===== config.mk =====
export PLATFORM = sky130hd
export DESIGN_NAME = tmr_stat_unit
export DESIGN_NICKNAME = d
export VERILOG_FILES = /design/src/rtl/tmr_stat_pkg.sv /design/src/rtl/tmr_count_core.sv /design/src/rtl/tmr_flag_cell.sv /design/src/rtl/tmr_stat_unit.sv
export SDC_FILE = /design/constraint.sdc
export NUM_CORES = 1
export LEC_CHECK = 0
export ABC_CLOCK_PERIOD_IN_PS = 5600
export BUFFER_PORTS_ARGS = -buffer_cell sky130_fd_sc_hd__buf_2
export CORE_MARGIN = 5
export CORE_UTILIZATION = 54
export CTS_CLUSTER_SIZE = 16
export DETAILED_ROUTE_END_ITERATION = 10
export GPL_TIMING_DRIVEN = 0
export PLACE_DENSITY = 0.86
export SKIP_CTS_REPAIR_TIMING = 1
export SYNTH_ARGS = -nofsm -noshare
export SYNTH_HDL_FRONTEND = slang
export SYNTH_SLANG_ARGS = --single-unit

===== constraint.sdc =====
create_clock -name clk -period 5.6 [get_ports clk]
set_clock_uncertainty 0.1 [all_clocks]
set_input_delay 0.84 -clock clk [delete_from_list [all_inputs] [get_ports clk]]
set_output_delay 0.84 -clock clk [all_outputs]
set_load 0.01 [all_outputs]

===== src/rtl/tmr_stat_pkg.sv =====
package tmr_stat_pkg;

    typedef enum logic [1:0] {
        FLV_BASIC = 2'd0,
        FLV_PHASE = 2'd1,
        FLV_CPWM  = 2'd2
    } flavor_e;

    typedef struct packed {
        logic flag;
        logic armed;
    } flag_st_t;

    localparam int unsigned STAT_W   = 8;
    localparam int unsigned BIT_DIR  = 7;
    localparam int unsigned BIT_RSV  = 6;
    localparam int unsigned BIT_UNF  = 5;
    localparam int unsigned BIT_OVF  = 4;

endpackage


===== src/rtl/tmr_count_core.sv =====
module tmr_count_core #(
    parameter int unsigned CW = 16
) (
    input  logic          clk,
    input  logic          rst_n,
    input  logic          load_i,
    input  logic [CW-1:0] load_val_i,
    input  logic          en_i,
    input  logic          up_i,
    output logic [CW-1:0] cnt_o,
    output logic          dir_o,
    output logic          wrap_up_o,
    output logic          wrap_dn_o,
    output logic          one_to_zero_o
);

    localparam logic [CW-1:0] CNT_MAX = {CW{1'b1}};
    localparam logic [CW-1:0] CNT_ONE = CW'(1);

    logic [CW-1:0] cnt_d, cnt_q;
    logic          dir_d, dir_q;
    logic          step;

    always_comb begin
        step          = en_i && !load_i;
        cnt_d         = cnt_q;
        dir_d         = dir_q;
        wrap_up_o     = step && up_i && (cnt_q == CNT_MAX);
        wrap_dn_o     = step && !up_i && (cnt_q == '0);
        one_to_zero_o = step && !up_i && (cnt_q == CNT_ONE);
        if (en_i) begin
            dir_d = up_i;
        end
        if (load_i) begin
            cnt_d = load_val_i;
        end else if (en_i) begin
            cnt_d = up_i ? cnt_q + CNT_ONE : cnt_q - CNT_ONE;
        end
    end

    always_ff @(posedge clk or negedge rst_n) begin
        if (!rst_n) begin
            cnt_q <= '0;
            dir_q <= 1'b1;
        end else begin
            cnt_q <= cnt_d;
            dir_q <= dir_d;
        end
    end

    assign cnt_o = cnt_q;
    assign dir_o = dir_q;


    wrap_up_chk: assert property (@(posedge clk) disable iff (!rst_n)
        (en_i && !load_i && up_i && cnt_q == CNT_MAX) |=> (cnt_q == '0));


    dir_track_chk: assert property (@(posedge clk) disable iff (!rst_n)
        en_i |=> (dir_q == $past(up_i)));

endmodule


===== src/rtl/tmr_flag_cell.sv =====
module tmr_flag_cell
    import tmr_stat_pkg::*;
(
    input  logic clk,
    input  logic rst_n,
    input  logic set_i,
    input  logic rd_hit_i,
    input  logic wr_hit_i,
    input  logic wbit_i,
    input  logic ack_i,
    output logic flag_o
);

    flag_st_t st_d, st_q;
    logic     clr_req;

    always_comb begin
        st_d    = st_q;
        clr_req = (wr_hit_i && !wbit_i && st_q.armed) || ack_i;
        if (rd_hit_i && st_q.flag) begin
            st_d.armed = 1'b1;
        end
        if (set_i) begin
            st_d.flag = 1'b1;
        end else if (clr_req) begin
            st_d.flag  = 1'b0;
            st_d.armed = 1'b0;
        end
    end

    always_ff @(posedge clk or negedge rst_n) begin
        if (!rst_n) begin
            st_q <= '0;
        end else begin
            st_q <= st_d;
        end
    end

    assign flag_o = st_q.flag;


    set_wins_chk: assert property (@(posedge clk) disable iff (!rst_n)
        set_i |=> st_q.flag);


    no_arm_hold_chk: assert property (@(posedge clk) disable iff (!rst_n)
        (st_q.flag && !st_q.armed && !ack_i) |=> st_q.flag);

endmodule


===== src/rtl/tmr_stat_unit.sv =====
module tmr_stat_unit
    import tmr_stat_pkg::*;
#(
    parameter int unsigned CW     = 16,
    parameter flavor_e     FLAVOR = FLV_CPWM
) (
    input  logic          clk,
    input  logic          rst_n,
    input  logic          bus_rd,
    input  logic          bus_wr,
    input  logic          bus_addr,
    input  logic [CW-1:0] bus_wdata,
    output logic [CW-1:0] bus_rdata,
    input  logic          cnt_en,
    input  logic          cnt_up,
    input  logic          mode_phase,
    input  logic          mode_cpwm,
    input  logic          ovf_ack,
    input  logic          ovf_ie,
    input  logic          unf_ie,
    output logic          ovf_irq,
    output logic          unf_irq
);

    localparam bit LIVE_DIR  = (FLAVOR != FLV_BASIC);
    localparam bit LIVE_UNF  = (FLAVOR == FLV_PHASE);
    localparam bit LIVE_CPWM = (FLAVOR == FLV_CPWM);

    logic          rd_stat, wr_stat, wr_cnt;
    logic [CW-1:0] cnt;
    logic          dir, wrap_up, wrap_dn, one_to_zero;
    logic          ovf_set, ovf_clr_ack, ovf_flag, unf_flag;
    logic [STAT_W-1:0] stat;

    assign rd_stat = bus_rd && !bus_addr;
    assign wr_stat = bus_wr && !bus_addr;
    assign wr_cnt  = bus_wr && bus_addr;

    tmr_count_core #(.CW(CW)) u_core (
        .clk          (clk),
        .rst_n        (rst_n),
        .load_i       (wr_cnt),
        .load_val_i   (bus_wdata),
        .en_i         (cnt_en),
        .up_i         (cnt_up),
        .cnt_o        (cnt),
        .dir_o        (dir),
        .wrap_up_o    (wrap_up),
        .wrap_dn_o    (wrap_dn),
        .one_to_zero_o(one_to_zero)
    );

    assign ovf_set     = wrap_up || (LIVE_CPWM && mode_cpwm && one_to_zero);
    assign ovf_clr_ack = LIVE_CPWM && ovf_ack;

    tmr_flag_cell u_ovf (
        .clk     (clk),
        .rst_n   (rst_n),
        .set_i   (ovf_set),
        .rd_hit_i(rd_stat),
        .wr_hit_i(wr_stat),
        .wbit_i  (bus_wdata[BIT_OVF]),
        .ack_i   (ovf_clr_ack),
        .flag_o  (ovf_flag)
    );

    generate
        if (LIVE_UNF) begin : g_unf
            tmr_flag_cell u_unf (
                .clk     (clk),
                .rst_n   (rst_n),
                .set_i   (wrap_dn && mode_phase),
                .rd_hit_i(rd_stat),
                .wr_hit_i(wr_stat),
                .wbit_i  (bus_wdata[BIT_UNF]),
                .ack_i   (1'b0),
                .flag_o  (unf_flag)
            );
        end else begin : g_no_unf
            assign unf_flag = 1'b0;
        end
    endgenerate

    always_comb begin
        stat          = '0;
        stat[BIT_DIR] = LIVE_DIR ? dir : 1'b1;
        stat[BIT_RSV] = 1'b1;
        stat[BIT_UNF] = unf_flag;
        stat[BIT_OVF] = ovf_flag;
        bus_rdata     = bus_addr ? cnt : CW'(stat);
    end

    assign ovf_irq = ovf_flag && ovf_ie;
    assign unf_irq = unf_flag && unf_ie;


    unf_cause_chk: assert property (@(posedge clk) disable iff (!rst_n)
        $rose(unf_flag) |-> $past(mode_phase && cnt_en && !cnt_up));


    ovf_cause_chk: assert property (@(posedge clk) disable iff (!rst_n)
        $rose(ovf_flag) |-> $past(cnt_en));

endmodule


==> results.yml <==
status:
  outcome: "finished, final reports clean"
floorplanning:
  floorplan.io_pins: 46
  chipHeight_um: 62.6
  die_width_um: 62.6
  placement_rows: 19
  core_um2: 2710
  effective_utilization_at_floorplan_pct: 55.2
  die_area_um2: 3920
route:
  detail-route-antenna-nets: 0
  routed_via_density: 5.66
  route.final.wire_length_um: 3700
  detailroute.via_count: 1448
  drt_drc_violations_left: 0
  wl_per_cell_um: 14.4
  drt_first_iter_violations: 46
  drt_first_pass_iters: 4
logic_synthesis:
  synth-seq-cells: 19
  post_synth.cell_area_avg_um2: 8.31
  ys_warn_count: 0
  synth-seq-area-share_pct: 31.9
  total_standard_cell_area_after_synthesis_um2: 1500
  synth.net_count: 211
  number_of_instances_in_the_synthesized_netlist: 180
  synth.lib_cells_used.distinct: 48
setup_path:
  timing.critical_path.fanout_max: 10
  critical-path-top-cell-by-count: "sky130_fd_sc_hd__clkbuf_1"
  cpPeakStageDelay_ps: 360
  arrival_ps: 1850
  critPathKind: "input pin to output port"
  critical-path-top-delay-family: "buffers and inverters"
  critPathSlowestCell: "sky130_fd_sc_hd__clkbuf_1"
  critical_path_buf_inv_count: 3
  timing.critical_path.to_type: "output port"
  setup.worst_path.start_class: "input pin"
  worst_ep_required_time_ps: 4660
  timing.critical_path.cells: "clkbuf_1 -> clkbuf_1 -> and2_1 -> buf_2"
placement:
  finalWeightedCongestion: 0.926
  port_buffers: 41
  hpwlAfterDp_um: 2780
  placedInstanceArea_um2: 1740
  dpl.cell_count: 252
timing:
  post-route-period-util_pct: 49.9
  timing_max_transition_violations_final: 0
  final_hold_viols: 0
  max_slew.worst_pin.slew_ps: 598
  fin_tns_setup_ps: 0
  finalWorstPathRequiredPeriod_ps: 2790
  achievable-frequency_mhz: 358
  setup_violations: 0
  max-slew-margin-rel_pct: 59.7
  rsz0062_at_grt: "no"
job:
  cap_viol_max_count: 0
power:
  clock_power_share_pct: 15.7
  p_int_mw: 0.278
  power_density_nw_per_um2: 263
  switching_share_pct: 40.0
  total_power_mw: 0.464
  sequentialPowerShare_pct: 43.5
  combinational_power_share_pct: 40.9
  power.static_leakage_nw: 0.783
  peakVddDrop_uv: 214
  p_switching_mw: 0.186
final_layout:
  layout_commonest_cell: "sky130_fd_sc_hd__buf_2"
  area.growth.synth_to_final_pct: 18.1
  finished_core_util_pct: 65.1
  finish.net_count: 257
  antenna_cells_inserted: 0
  mostFrequentLayoutCells: "sky130_fd_sc_hd__buf_2 (42), sky130_fd_sc_hd__nor2_1 (20), sky130_fd_sc_hd__dfrtp_1 (18), sky130_fd_sc_hd__a21oi_1 (15), sky130_fd_sc_hd__and2_1 (14)"
  drive_gt1_share_pct: 26.7
  post_layout_nonfiller_instances: 256
  finalInstanceArea_um2: 1770
cts:
  cts.htree.levels: 1
  cts.clk_slew.worst_paths_ps: 110
  clock_tree.root_cell: "sky130_fd_sc_hd__clkbuf_4"
  clock_path_buffers: 2
  cts_inserted_buffers: 3
  cts_tree: "done"
  clk-insertion-delay-late_ps: 300
  clkSinkCount: 19
grt:
  antenna_violations_before_repair: 0
  grt_pass1_vias: 1419
  gr-usage-all-layers_pct: 19.2
  global_route.overflow_total: 0
  grt_first_pass_wirelength_um: 6300
  grt_max_degree: 20
min_path:
  hold_class: "input pin to async pin"
-- per-stage QoR --
| step | setup WS, ps | hold WS [ps] |
|---|---|---|
| after global routing | 2710 | 377 |
| after global placement | 2770 | 370 |
| after detailed placement | 2740 | 371 |
| final | 2810 | 358 |
| after floorplan | 3170 | 352 |
| after CTS | 2780 | 370 |
-- logic make-up (layout without fill, tap and decap cells) --
logic type / after synthesis / count (layout) / share of synthesized area (%)
AND/OR/NAND/NOR: 86 / 86 / 33.5
AO/OA/AOI/OAI: 32 / 32 / 12.9
flip-flops: 19 / 19 / 31.9
buffers and inverters: 19 / 64 / 6.61
XOR/XNOR: 15 / 15 / 8.79
multiplexers: 5 / 5 / 3.60
adder cells (fa/ha/maj): 3 / 3 / 2.51
other: 1 / 1 / 0.251
-- metal layers --
layer	up-vias	wire (um)	GRT usage, %	part of all wire (%)
li1	728	-	-	-
met1	672	1700	25.5	46
met2	39	1720	31.1	47
met3	9	194	3.42	5.2
met4	0	76	7.16	2.1
met5	-	0	0	0
-- worst register-to-register path, stage by stage, from the launching register on --
cell                       delay [ps]
sky130_fd_sc_hd__dfrtp_1          480
sky130_fd_sc_hd__or4_1            560
sky130_fd_sc_hd__buf_6            160
sky130_fd_sc_hd__nor4_4           270
sky130_fd_sc_hd__o211ai_1         130
sky130_fd_sc_hd__xor2_1           170
sky130_fd_sc_hd__a21oi_1          180
-- sequential cells by signal (all words and copies together), names as in the netlist --
signal        flops
u_ovf.st_q        1
u_ovf.flag_o      1
u_core.cnt_o     16
u_core.dir_o      1
-- power groups by stage --
stage          Sequential (mW)  Combinational, mW  Clock, mW
2_1_floorplan            0.194              0.139          0
5_1_grt                  0.206              0.212     0.0811
3_3_place_gp             0.202              0.185          0
3_5_place_dp             0.203              0.189          0
4_1_cts                  0.201              0.190     0.0738
6_report                 0.202              0.190     0.0727
-- path summary, 6_finish.rpt --
check                                       startpoint                            to  slack (ps)  cells after the start
max                                           bus_addr                  bus_rdata[1]        2810                      4
min                                              rst_n  u_core.cnt_o[15]$_DFFE_PN0P_         360                      1
max reg2reg                u_core.cnt_o[4]$_DFFE_PN0P_  u_core.cnt_o[15]$_DFFE_PN0P_        3470                      6
min reg2reg                    u_ovf.st_q[0]$_DFF_PN0_       u_ovf.st_q[0]$_DFF_PN0_         390                      1
max in group asynchronous                        rst_n      u_core.dir_o$_DFFE_PN1P_        4710                      1
min in group clk               u_ovf.st_q[0]$_DFF_PN0_       u_ovf.st_q[0]$_DFF_PN0_         390                      1
-- cell type report --
cell class,count,area (um2)
flip-flops and latches,19,477
inverters,6,22.5
fillers,254,945
clock buffers,4,26.3
repair buffers,41,205
plain buffers,13,76.3
well taps,31,38.8
multi-input cells,142,920
-- synth_stat cells, drive strengths merged --
library cell	instances	area, um2
a21o	1	7.51
or3	1	6.26
o31ai	1	7.51
clkbuf	7	26.3
and3b	1	8.76
nand3	3	15.0
a31oi	1	6.26
mux2	3	33.8
or4	5	41.3
and3	1	6.26
dfrtp	18	450
mux2i	2	20.0
conb	1	3.75
o32ai	1	8.76
inv	6	22.5
a2bb2oi	1	15.0
nand2b	1	6.26
o22ai	2	12.5
o221ai	1	8.76
dfstp	1	26.3
or4b	1	10.0
nand4	6	37.5
nor3	6	41.3
nor4bb	1	10.0
nor2	20	75.1
o211ai	1	7.51
nor4b	1	8.76
and2	14	87.6
nor3b	1	7.51
nand2	13	48.8
a21oi	15	75.1
o22a	1	8.76
nor4	8	71.3
xnor2	5	43.8
ha	3	37.5
or2	3	18.8
buf	6	50.0
xor2	10	87.6
o21ai	7	35.0
No activity file was read; power rests on OpenSTA's default activity.
